<file path="src/rtl/irb_pkg.sv">
package irb_pkg;
   typedef enum logic [1:0] {ST_IDLE, ST_REQ, ST_WAIT} irb_state_e;

   localparam logic [5:0] CODE_OK    = 6'd0;
   localparam logic [5:0] CODE_NOBLK = 6'd1;
   localparam logic [5:0] CODE_TMO   = 6'd2;

   localparam int OFS_DATA = 'h30;
   localparam int OFS_ADDR = 'h34;
   localparam int OFS_CTRL = 'h3F;
   localparam int CTRL_RD_BIT = 6;
endpackage

</file>
<file path="src/rtl/irb_sel_decode.sv">
module irb_sel_decode #(
   parameter int BLK_W   = 8,
   parameter int NUM_BLK = 10
) (
   input  logic [BLK_W-1:0]   blk,
   input  logic               en,
   output logic [NUM_BLK-1:0] sel,
   output logic               hit
);
   if (NUM_BLK < 1 || NUM_BLK > (1 << BLK_W)) begin : g_bad_cnt
      $error("irb_sel_decode: NUM_BLK out of range for BLK_W");
   end

   logic [NUM_BLK-1:0] match;

   for (genvar i = 0; i < NUM_BLK; i++) begin : g_blk
      assign match[i] = (blk == BLK_W'(i));
      assign sel[i]   = en & match[i];
   end

   assign hit = |match;
endmodule

</file>
<file path="src/rtl/irb_txn_ctrl.sv">
module irb_txn_ctrl
   import irb_pkg::*;
#(
   parameter int TMO_CYC = 64
) (
   input  logic       clk,
   input  logic       rst_n,
   input  logic       launch,
   input  logic       launch_rd,
   input  logic       addr_ok,
   input  logic       bus_ack,
   output logic       busy,
   output logic       rnw,
   output logic       bus_req,
   output logic       rd_load,
   output logic [5:0] code
);
   localparam int CNT_W = $clog2(TMO_CYC + 1);

   if (TMO_CYC < 1) begin : g_bad_tmo
      $error("irb_txn_ctrl: TMO_CYC must be at least 1");
   end

   irb_state_e       state;
   logic [CNT_W-1:0] wait_cnt;
   logic             ack_ok;

   assign busy    = (state != ST_IDLE);
   assign bus_req = (state == ST_REQ) && addr_ok;
   assign ack_ok  = bus_ack && (bus_req || state == ST_WAIT);
   assign rd_load = ack_ok && rnw;

   always_ff @(posedge clk) begin
      if (!rst_n) begin
         state    <= ST_IDLE;
         wait_cnt <= '0;
         code     <= CODE_OK;
         rnw      <= 1'b0;
      end else begin
         case (state)
            ST_IDLE: begin
               if (launch) begin
                  state <= ST_REQ;
                  code  <= CODE_OK;
                  rnw   <= launch_rd;
               end
            end
            ST_REQ: begin
               if (!addr_ok) begin
                  code  <= CODE_NOBLK;
                  state <= ST_IDLE;
               end else if (ack_ok) begin
                  state <= ST_IDLE;
               end else begin
                  state    <= ST_WAIT;
                  wait_cnt <= '0;
               end
            end
            ST_WAIT: begin
               if (ack_ok) begin
                  state <= ST_IDLE;
               end else if (wait_cnt == CNT_W'(TMO_CYC - 1)) begin
                  code  <= CODE_TMO;
                  state <= ST_IDLE;
               end else begin
                  wait_cnt <= wait_cnt + 1'b1;
               end
            end
            default: state <= ST_IDLE;
         endcase
      end
   end
endmodule

</file>
<file path="src/rtl/ind_reg_bridge.sv">
module ind_reg_bridge
   import irb_pkg::*;
#(
   parameter int HOST_AW = 8,
   parameter int DATA_W  = 32,
   parameter int ADDR_W  = 16,
   parameter int BLK_W   = 8,
   parameter int NUM_BLK = 10,
   parameter int TMO_CYC = 64
) (
   input  logic               clk,
   input  logic               rst_n,
   input  logic               host_wr,
   input  logic [HOST_AW-1:0] host_addr,
   input  logic [7:0]         host_wdata,
   output logic [7:0]         host_rdata,
   output logic               bus_req,
   output logic               bus_wr,
   output logic [ADDR_W-1:0]  bus_addr,
   output logic [DATA_W-1:0]  bus_wdata,
   output logic [NUM_BLK-1:0] bus_sel,
   input  logic               bus_ack,
   input  logic [DATA_W-1:0]  bus_rdata
);
   localparam int DBYTES = DATA_W / 8;
   localparam int ABYTES = ADDR_W / 8;

   if (DATA_W % 8 != 0 || ADDR_W % 8 != 0) begin : g_bad_w
      $error("ind_reg_bridge: widths must be whole bytes");
   end
   if (BLK_W > ADDR_W) begin : g_bad_blk
      $error("ind_reg_bridge: BLK_W wider than ADDR_W");
   end

   logic [DATA_W-1:0] data_q;
   logic [ADDR_W-1:0] addr_q;
   logic              busy, rnw, rd_load, addr_ok, launch, wr_ok;
   logic [5:0]        code;

   assign wr_ok  = host_wr && !busy;
   assign launch = wr_ok && (host_addr == HOST_AW'(OFS_CTRL));

   always_ff @(posedge clk) begin
      if (!rst_n) begin
         data_q <= '0;
         addr_q <= '0;
      end else begin
         if (rd_load) begin
            data_q <= bus_rdata;
         end else if (wr_ok) begin
            for (int i = 0; i < DBYTES; i++) begin
               if (host_addr == HOST_AW'(OFS_DATA + i)) data_q[8*i +: 8] <= host_wdata;
            end
         end
         if (wr_ok) begin
            for (int j = 0; j < ABYTES; j++) begin
               if (host_addr == HOST_AW'(OFS_ADDR + j)) addr_q[8*j +: 8] <= host_wdata;
            end
         end
      end
   end

   always_comb begin
      host_rdata = 8'h00;
      for (int i = 0; i < DBYTES; i++) begin
         if (host_addr == HOST_AW'(OFS_DATA + i)) host_rdata = data_q[8*i +: 8];
      end
      for (int j = 0; j < ABYTES; j++) begin
         if (host_addr == HOST_AW'(OFS_ADDR + j)) host_rdata = addr_q[8*j +: 8];
      end
      if (host_addr == HOST_AW'(OFS_CTRL)) host_rdata = {busy, rnw, code};
   end

   irb_sel_decode #(.BLK_W(BLK_W), .NUM_BLK(NUM_BLK)) u_dec (
      .blk (addr_q[ADDR_W-1 -: BLK_W]),
      .en  (busy),
      .sel (bus_sel),
      .hit (addr_ok)
   );

   irb_txn_ctrl #(.TMO_CYC(TMO_CYC)) u_ctl (
      .clk       (clk),
      .rst_n     (rst_n),
      .launch    (launch),
      .launch_rd (host_wdata[CTRL_RD_BIT]),
      .addr_ok   (addr_ok),
      .bus_ack   (bus_ack),
      .busy      (busy),
      .rnw       (rnw),
      .bus_req   (bus_req),
      .rd_load   (rd_load),
      .code      (code)
   );

   assign bus_wr    = !rnw;
   assign bus_addr  = addr_q;
   assign bus_wdata = data_q;
endmodule

</file>
<file path="config.mk">
export PLATFORM = sky130hd
export DESIGN_NAME = ind_reg_bridge
export DESIGN_NICKNAME = d
export VERILOG_FILES = /design/src/rtl/irb_pkg.sv /design/src/rtl/irb_sel_decode.sv /design/src/rtl/irb_txn_ctrl.sv /design/src/rtl/ind_reg_bridge.sv
export SDC_FILE = /design/constraint.sdc
export NUM_CORES = 1
export LEC_CHECK = 0
export ABC_AREA = 1
export BUFFER_PORTS_ARGS = -buffer_cell sky130_fd_sc_hd__buf_4
export CORE_MARGIN = 1.5
export CORE_UTILIZATION = 53
export CTS_BUF_LIST = sky130_fd_sc_hd__clkbuf_4 sky130_fd_sc_hd__clkbuf_8
export DETAILED_ROUTE_END_ITERATION = 6
export GPL_ROUTABILITY_DRIVEN = 0
export PLACE_DENSITY = 0.8
export SETUP_SLACK_MARGIN = 0.15
export SLEW_MARGIN = 25
export SYNTH_ARGS = -nofsm -noshare
export SYNTH_HDL_FRONTEND = slang
export SYNTH_SLANG_ARGS = --single-unit
</file>
<file path="constraint.sdc">
create_clock -name clk -period 2.07 [get_ports clk]
set_input_delay 0.414 -clock clk [delete_from_list [all_inputs] [get_ports clk]]
set_output_delay 0.414 -clock clk [all_outputs]
set_load 0.05 [all_outputs]
</file>
==> run_results.csv, run 1 <==
group,metric,value,unit
worst_setup_path,crit_arrival,1.61,ns
worst_setup_path,critPathBufInv,5,
worst_setup_path,critPathLaunchType,"input pin",
power_and_ir_drop,p_switching,0.617,mW
timing,fin_hold_ws,0.396,ns
power_and_ir_drop,p_leak,2.69,nW
detailed_routing,drt_pass1_iterations,7,
worst_setup_path,worst-setup-path-type,"input pin to output pin",
yosys,async_flop_share,0,
yosys,seq_area_frac_synth,0.326,
finish,syn2layout_area_growth,48.2,%
floorplanning,start_util,0.545,
worst_setup_path,critPathCaptureType,"output pin",
detailed_routing,avgViaCountPerCell,5.79,
placed_design,pre_cts_ws,0.0133,ns
power_and_ir_drop,p_int,2.14,mW
cts,cts_tree,"yes",
detailed_routing,drc,0,
timing,setup_violations,0,
grt,track_usage,0.349,
worst_setup_path,required,1.66,ns
floorplanning,core_area,6760,µm²
placed_design,dp_hpwl,8990,µm
timing,grt_setup_unrepaired,"yes",
yosys,synth.distinct_cells,29,
worst_setup_path,cp_top_family,"simple AND/OR/NAND/NOR gates",
floorplanning,die_area,7450,µm²
yosys,synth_nets,614,
floorplanning,ios,120,
cts,clk_pin_slew,0.08,ns
flow_run,maxCapViolations,0,
timing,setup_tns,0,ns
yosys,yosys_warnings,0,
power_and_ir_drop,pwr-share-clk,0.486,
worst_setup_path,cp_cell_sequence,"buf_6 -> inv_4 -> nand2_4 -> nor2_8 -> buf_6 -> buf_6 -> nand3_1 -> nand4_1 -> nor2_2 -> nor2_4 -> buf_8",
cts,cts_buffers,9,
yosys,synth_edf_count,0,
floorplanning,die_width,86.3,µm
timing,final_hold_viol_count,0,
grt,first_global_vias,4242,
detailed_routing,drtIter0Drc,334,
cts,cts_max_level,3,
power_and_ir_drop,p_per_area,506,nW/µm²
floorplanning,die_y,86.3,µm
timing,drv_slew,0,
timing,finalCritPeriodShare,0.978,
floorplanning,row_count,30,
yosys,syn_area_per_cell,6.56,µm²
detailed_routing,vias,4551,
worst_setup_path,crit_fanout,7,
timing,fin_ws,0.0457,ns
grt,antenna_found_initial,0,
power_and_ir_drop,seq_power_share,0.419,
yosys,synth_area,3680,µm²
grt,grt_max_degree,50,
placed_design,portBuffers,119,
power_and_ir_drop,ir_drop,0.280,mV
cts,insertion_delay,0.34,ns
timing,finClkSkew,0.0127,ns
worst_setup_path,slowest_stage,"nor2_8",
timing,worst_slew_margin_rel,0.689,
timing,fin_crit,2.02,ns
timing,max_freq,0.494,GHz
cts,cts_buffer_depth,2,
finish,layout-drive-gt1-share,0.384,
finish,antenna_cells,0,
worst_setup_path,max_stage_delay,0.17,ns
grt,grt_pass1_wl,20600,µm
power_and_ir_drop,p_sw_frac,0.224,
detailed_routing,wl,13000,µm
outcome,status,"finished clean",
grt,grt_overflow,0,
cts,cts_root_buf,"clkbuf_8",
yosys,syn_inst,561,
worst_hold_path,hold_path_class,"input pin to flop",
detailed_routing,drtAntennaViolNets,0,
power_and_ir_drop,comb_power_share,0.095,
yosys,synth_ff_type,"dfxtp_1",
yosys,ys_seq_elements,60,
worst_setup_path,path_common_cell,"buf_6",
finish,final_nets,754,
power_and_ir_drop,power.total,2.76,mW
cts,cts.sinks,60,
timing,worstMarginPinSlew,0.467,ns
detailed_routing,wl_per_cell,16.5,µm
## layer usage
| layer | GRT usage | wire [µm] | vias up | part of all wire |
|---|---|---|---|---|
| met2 | 0.578 | 6360 | 257 | 0.49 |
| met4 | 0.161 | 391 | 0 | 0.030 |
| met1 | 0.450 | 5210 | 2118 | 0.40 |
| met5 | 0 | 0 | - | 0 |
| li1 | - | - | 2137 | - |
| met3 | 0.0505 | 1020 | 39 | 0.079 |
## synthesized netlist by cell type (3+ instances only)
cell      count  area, µm²
a21oi_1      20        100
buf_2        11       55.1
buf_6         3       33.8
clkbuf_1      7       26.3
clkinv_1      4       15.0
dfxtp_1      60       1200
inv_1        51        191
inv_2        19       71.3
nand2_1      86        323
nand2_2       7       43.8
nand2_4       4       45.0
nand3_1     133        666
nand3_2      11        110
nand4_1      14       87.6
nor2_1       64        240
nor2_2        4       25.0
nor2_8        5        100
nor3_1       19       95.1
o21ai_0       7       35.0
o21ai_1      20        100
xor2_1        3       26.3
## layout by cell type (no fill, tap or decap), drive strengths merged
| cell type | count |
|---|---|
| nand2 | 97 |
| dfxtp | 60 |
| o2111ai | 1 |
| a21oi | 20 |
| bufinv | 3 |
| nand3 | 145 |
| nor2 | 76 |
| inv | 71 |
| ha | 1 |
| buf | 151 |
| clkbuf | 12 |
| o21ai | 27 |
| nor3 | 20 |
| clkinv | 5 |
| nand4 | 14 |
| xor2 | 3 |
## flip-flops by register name, summed over array words and instances, names as in the netlist
register,flops
bus_addr,16
u_ctl.code,2
u_ctl.state,2
bus_wdata,32
u_ctl.rnw,1
u_ctl.wait_cnt,7
## timing repair
item                       CTS  global route
hold buffers                 0             0
pin swaps                   14            16
hold endpoints to repair     0             0
setup endpoints to repair   16            31
gates resized for setup     46            40
cloned                       2             0
setup buffers                6             6
## worst reg2reg max path, cell delays in order (launching register included)
cell      delay (ns)
dfxtp_1         0.40
nor2_4          0.05
nand2_2         0.07
buf_4           0.11
nor2_2          0.03
nand2_2         0.13
nand2_4         0.06
nand2_2         0.07
buf_6           0.33
nand2_1         0.22
nand3_1         0.13
clkinv_1        0.06
nor2_1          0.07
## power groups by stage
| stage | sequential, mW | clock [mW] | combinational [mW] |
|---|---|---|---|
| 6_report | 1.16 | 1.34 | 0.262 |
| 2_1_floorplan | 1.19 | 0 | 0.0904 |
| 3_3_place_gp | 1.18 | 0 | 0.220 |
| 4_1_cts | 1.16 | 1.35 | 0.248 |
| 3_5_place_dp | 1.18 | 0 | 0.224 |
| 5_1_grt | 1.16 | 1.40 | 0.275 |
## final timing paths
check                                        from           endpoint  slack (ns)  cells past startpoint
worst max register to register       bus_addr[12]      bus_wdata[14]        0.28                     12
worst min-delay path                        rst_n  u_ctl.wait_cnt[4]        0.40                      3
worst min register to register  u_ctl.wait_cnt[6]  u_ctl.wait_cnt[6]        0.49                      2
worst max-delay path                 host_addr[6]      host_rdata[3]        0.05                     11
## kinds of logic (layout without fill, tap and decap cells)
family,count (synthesis),after routing,share of synthesized area
simple gates,351,352,0.485
flops,60,60,0.326
compound gates,48,48,0.0663
xor+xnor,3,3,0.00714
fa+ha+maj,1,1,0.00340
buf+inv,98,242,0.112
## layout make-up
cell class	count	area, µm²
multi-input cells	404	2320
clock inverters	4	95.1
clock buffers	12	159
flip-flops and latches	60	1210
well taps	80	100
repair buffers	151	1270
inverters	75	304
fillers	444	1300
## metrics by stage
stage	instances	utilization	cell area (µm²)
after global routing	786	0.807	5460
final	786	0.807	5460
after detailed placement	756	0.710	4790
after floorplan	561	-	3790
after CTS	780	0.781	5270
after global placement	756	0.710	4790
Note: power is estimated with default switching activity, not from simulation.
==> run 2: changes to the inputs <==
CORE_MARGIN = unset   (was 1.5)
SETUP_SLACK_MARGIN = unset   (was 0.15)
==> run_results.csv, run 2 (synthesis gave the netlist of run 1 again) <==
group,metric,value,unit
detailed_routing,drt_pass1_iterations,6,
timing,grt_setup_unrepaired,"yes",
timing,fin_ws,0.0258,ns
floorplanning,row_count,30,
worst_setup_path,crit_fanout,8,
worst_setup_path,cp_cell_sequence,"buf_6 -> inv_2 -> nand2_4 -> nor2_8 -> clkbuf_16 -> nand3_2 -> nand4_1 -> nor2_1 -> nor2_2 -> buf_6",
finish,layout_common_cells,"nand3_1, buf_4, nand2_1, dfxtp_1, nor2_1",
cts,cts_buffer_depth,2,
finish,layout-drive-gt1-share,0.332,
placed_design,placed_cell_area,4720,µm²
worst_setup_path,required,1.66,ns
detailed_routing,drc,0,
power_and_ir_drop,p_per_area,478,nW/µm²
placed_design,dp.cells,754,
timing,fin_crit,2.04,ns
finish,largest_reg_flops,32,
cts,insertion_delay,0.33,ns
cts,cts_tree,"yes",
detailed_routing,vias,4362,
detailed_routing,wl_per_cell,15.5,µm
timing,drv_slew,0,
grt,grt_max_degree,50,
finish,final_common_cell,"nand3_1",
detailed_routing,avgViaCountPerCell,5.63,
placed_design,pre_cts_ws,0.00721,ns
grt,grt_overflow,0,
timing,finClkSkew,0.00592,ns
cts,ctsHoldBuffers,0,
outcome,status,"finished clean",
power_and_ir_drop,ir_drop,0.396,mV
cts,clk_pin_slew,0.07,ns
timing,setup_tns,0,ns
flow_run,maxCapViolations,0,
worst_setup_path,crit_arrival,1.63,ns
floorplanning,core_area,6760,µm²
cts,cts_root_buf,"clkbuf_8",
worst_setup_path,worst-setup-path-type,"input pin to output pin",
timing,finalCritPeriodShare,0.988,
grt,first_global_vias,3869,
placed_design,portBuffers,119,
detailed_routing,drtIter0Drc,322,
worst_hold_path,hold_path_class,"input pin to flop",
worst_setup_path,critPathCaptureType,"output pin",
floorplanning,die_y,85.3,µm
worst_setup_path,slowest_stage,"nor2_8",
worst_setup_path,critPathLaunchType,"input pin",
finish,num-fill-cells,559,
detailed_routing,drtAntennaViolNets,0,
finish,syn2layout_area_growth,38.6,%
worst_setup_path,cp_top_family,"simple AND/OR/NAND/NOR gates",
worst_setup_path,max_stage_delay,0.23,ns
timing,worst_slew_margin_rel,0.648,
floorplanning,die_width,85.3,µm
placed_design,dp_hpwl,8730,µm
grt,antenna_found_initial,0,
cts,cts_max_level,3,
finish,stdcell_area,5100,µm²
floorplanning,die_area,7280,µm²
floorplanning,ios,120,
timing,setup_violations,0,
cts,cts.sinks,60,
worst_hold_path,holdCritStartpoint,"host_wdata[6]",
worst_setup_path,r2r_start,"u_ctl.state[0]",
finish,utilization,0.755,
cts,cts_buffers,9,
timing,max_freq,0.489,GHz
finish,final_nets,743,
grt,track_usage,0.333,
timing,final_hold_viol_count,0,
grt,grt_pass1_wl,19000,µm
floorplanning,start_util,0.545,
power_and_ir_drop,power.total,2.44,mW
power_and_ir_drop,p_leak,2.56,nW
timing,fin_hold_ws,0.395,ns
worst_setup_path,critPathBufInv,4,
timing,worstMarginPinSlew,0.524,ns
finish,antenna_cells,0,
worst_setup_path,crit_start,"host_addr[6]",
detailed_routing,wl,12000,µm
worst_setup_path,path_common_cell,"buf_6",
finish,fin_cells,775,
run 2: cell count changes in the layout (fill, tap and decap cells not counted), sizes merged:
cell and delta:
buf -12, clkbuf +1, nor2 -1, bufinv -2, clkinv +2, clkinvlp +1
run 2: path summary, 6_finish.rpt:
path | to | slack [ns] | depth (start not counted)
max | host_rdata[3] | 0.03 | 10
min | bus_addr[14] | 0.39 | 3
max reg2reg | bus_wdata[25] | 0.27 | 10
min reg2reg | u_ctl.wait_cnt[6] | 0.47 | 2
run 2: timing repair:
item / in CTS / in global routing
setup buffers: 0 / 3
resized for setup: 0 / 37
endpoints found under the hold margin: 0 / 0
endpoints found under the setup margin: 0 / 9
run 2: power breakdown:
part,internal (mW),total (mW),leakage [nW],switching [mW]
sequential,1.16,1.16,0.483,0.00209
combinational,0.102,0.236,1.97,0.134
clock,0.577,1.04,0.0999,0.468
total,1.83,2.44,2.56,0.605
run 2: metal layers:
layer / GRT usage / wire (µm) / vias up
met1: 0.445 / 4940 / 1973
li1: - / - / 2103
met5: 0 / 0 / -
met4: 0.138 / 313 / 0
met2: 0.540 / 5640 / 258
met3: 0.0467 / 1100 / 28
run 2: tightest hold or removal path, stage by stage:
cell and delay (ns):
buf_4 0.13, nand3_1 0.07, a21oi_1 0.05
run 2: cell type report:
cell class / count / area [µm²] / share of cell area
timing repair buffer: 141 / 1160 / 0.228
tap: 80 / 100 / 0.0196
multi-input combinational: 403 / 2150 / 0.422
sequential: 60 / 1200 / 0.236
inverter: 75 / 289 / 0.0567
clock buffer: 11 / 139 / 0.0272
clock inverter: 5 / 52.6 / 0.0103
==> run 3: changes to the inputs <==
ABC_AREA = unset   (was 1)
CORE_UTILIZATION = 50   (was 53)
CTS_BUF_LIST = unset   (was sky130_fd_sc_hd__clkbuf_4 sky130_fd_sc_hd__clkbuf_8)
PLACE_DENSITY = 0.78   (was 0.8)
==> run_results.csv, run 3 <==
group,metric,value,unit
cts,cts_buffers,9,
worst_setup_path,required,1.66,ns
power_and_ir_drop,p_leak,2.00,nW
timing,worst_slew_margin_rel,0.550,
grt,antenna_found_initial,0,
finish,layout-drive-gt1-share,0.450,
worst_hold_path,hold_path_class,"input pin to flop",
finish,final_common_cell,"buf_4",
yosys,yosysTopAreaCell,"dfxtp_1",
outcome,status,"finished with violations",
timing,worstMarginPinSlew,0.675,ns
cts,ctsHoldBuffers,0,
worst_setup_path,crit_arrival,1.95,ns
finish,multiInputGateArea,2210,µm²
finish,stdcell_area,5080,µm²
detailed_routing,drtAntennaViolNets,0,
floorplanning,die_area,6940,µm²
finish,antenna_cells,0,
grt,track_usage,0.311,
worst_setup_path,crit_start,"bus_addr[15]",
timing,setup_violations,10,
yosys,yosys-top-cells-count,"dfxtp_1, mux2i_1, o21ai_0",
grt,grtUsageMet1,0.365,
yosys,synth.distinct_cells,49,
floorplanning,die_y,83.3,µm
grt,gr-usage-met2,0.542,
yosys,async_flop_share,0,
worst_setup_path,crit_fanout,4,
finish,layout_common_cells,"buf_4, mux2i_1, dfxtp_1, o21ai_0, a21oi_1",
yosys,synth_ff_type,"dfxtp_1",
grt,grt_pass1_wl,17200,µm
yosys,synth_nets,424,
power_and_ir_drop,seq_power_share,0.467,
timing,finalCritPeriodShare,1.14,
timing,finClkSkew,0.00722,ns
placed_design,dp_hpwl,7610,µm
worst_setup_path,critPathCaptureType,"output pin",
yosys,syn_area_per_cell,8.90,µm²
grt,grt_overflow,0,
yosys,yosys_warnings,0,
cts,cts.sinks,60,
worst_setup_path,worst-setup-path-type,"flop to output pin",
timing,drv_slew,0,
grt,first_global_vias,3465,
cts,cts_buffer_depth,2,
detailed_routing,vias,3490,
yosys,synth_top_area_frac,0.364,
power_and_ir_drop,pwr-share-clk,0.428,
timing,final_hold_viol_count,0,
cts,clk_pin_slew,0.07,ns
timing,max_freq,0.422,GHz
timing,setup_tns,-2.50,ns
placed_design,placed_cell_area,4720,µm²
finish,num-fill-cells,429,
floorplanning,die_width,83.3,µm
floorplanning,start_util,0.520,
cts,cts_root_buf,"clkbuf_8",
yosys,synth_most_common_cell,"dfxtp_1",
power_and_ir_drop,p_per_area,487,nW/µm²
yosys,syn_inst,371,
finish,final_nets,570,
placed_design,portBuffers,119,
yosys,synth_edf_count,0,
power_and_ir_drop,ir_drop,0.421,mV
floorplanning,core_area,6350,µm²
cts,cts_max_level,3,
timing,fin_hold_ws,0.360,ns
floorplanning,ios,120,
timing,fin_crit,2.37,ns
floorplanning,row_count,29,
grt,grt_max_degree,65,
finish,largest_reg_flops,32,
power_and_ir_drop,p_switching,0.570,mW
yosys,seq_area_frac_synth,0.364,
finish,regArea,1220,µm²
detailed_routing,drc,0,
power_and_ir_drop,p_int,1.90,mW
timing,grt_setup_unrepaired,"yes",
worst_setup_path,critPathLaunchType,"flop",
cts,insertion_delay,0.34,ns
grt,busiest_layer,"met2",
outcome,violations,"negative setup slack",
cts,cts_tree,"yes",
flow_run,maxCapViolations,0,
yosys,synth_area,3300,µm²
power_and_ir_drop,p_sw_frac,0.231,
detailed_routing,wl_per_cell,17.6,µm
grt,gr-usage-met3,0.0596,
finish,syn2layout_area_growth,53.8,%
detailed_routing,wl,10600,µm
power_and_ir_drop,comb_power_share,0.105,
worst_setup_path,r2r_start,"u_ctl.state[0]",
detailed_routing,drt_pass1_iterations,5,
worst_hold_path,holdCritStartpoint,"bus_rdata[7]",
detailed_routing,drtIter0Drc,169,
detailed_routing,avgViaCountPerCell,5.83,
timing,fin_ws,-0.298,ns
yosys,synth_area_leaders,"dfxtp_1, mux2i_1, o21ai_0, a21oi_1, nor2_1",
yosys,ys_seq_elements,60,
run 3: cell types whose count changed after synthesis, moves of 9 or more:
cell      delta
nor3_1      -12
buf_2        -9
inv_1       -43
o21ai_1     -20
nand3_1    -131
clkbuf_1    +12
o21ai_0     +39
nand3_2     -11
a21oi_1     +13
inv_2       -19
nand4_1     -12
nand2_1     -72
mux2i_1     +53
nor2_1      -26
run 3: cells by family (layout without fill, tap and decap cells):
logic type               after synthesis  count (layout)  share of synthesized area
multiplexers                          59              59                      0.188
AO/OA/AOI/OAI                        112             112                      0.202
flip-flops                            60              60                      0.364
XOR/XNOR                               2               2                    0.00530
buffers and inverters                 33             184                     0.0428
AND/OR/NAND/NOR                      104             104                      0.195
adder cells (fa/ha/maj)                1               1                    0.00379
run 3: through the flow:
stage / util / setup WS (ns) / power (mW) / cells
global route: 0.800 / -0.348 / 2.56 / 599
floorplan: - / -0.149 / 1.30 / 371
CTS: 0.786 / -0.292 / 2.48 / 598
global placement: 0.744 / -0.0216 / 1.42 / 582
finish: 0.800 / -0.298 / 2.47 / 599
detailed placement: 0.744 / -0.0587 / 1.43 / 582
run 3: path summary, 6_finish.rpt:
path / end / slack, ns / depth (start not counted)
setup / recovery: bus_sel[4] / -0.30 / 5
setup reg to reg: bus_wdata[23] / 0.15 / 6
hold / removal: bus_wdata[7] / 0.36 / 3
hold reg to reg: u_ctl.wait_cnt[6] / 0.45 / 2
run 3: area by class of cell:
class	instances	share of cell area
multi-input combinational	278	0.435
sequential	60	0.240
clock buffer	15	0.0328
tap	77	0.0190
inverter	8	0.00591
clock inverter	1	0.00591
timing repair buffer	160	0.262
run 3: worst max-delay path: stages (launching register included):
cell and delay (ns):
dfxtp_4 0.35, nor4_4 0.36, o21ai_2 0.12, or3b_4 0.46, nor3_4 0.14, buf_6 0.18
run 3: layer usage:
layer / routed length, µm / part of all wire
met5: 0 / 0
met3: 520 / 0.049
met4: 355 / 0.034
met2: 5460 / 0.52
met1: 4210 / 0.40
run 3: repair_timing:
item	4_1_cts	5_1_grt
gates resized for setup	19	26
cloned	0	0
buffers inserted	0	1
pin swaps	7	7
endpoints found under the setup margin	16	19
hold endpoints to repair	0	0
run 3: power by group through the flow:
stage / Sequential (mW) / Combinational (mW) / Clock, mW
2_1_floorplan: 1.18 / 0.112 / 0
3_3_place_gp: 1.18 / 0.240 / 0
3_5_place_dp: 1.18 / 0.246 / 0
4_1_cts: 1.15 / 0.248 / 1.08
5_1_grt: 1.15 / 0.280 / 1.12
6_report: 1.15 / 0.259 / 1.06
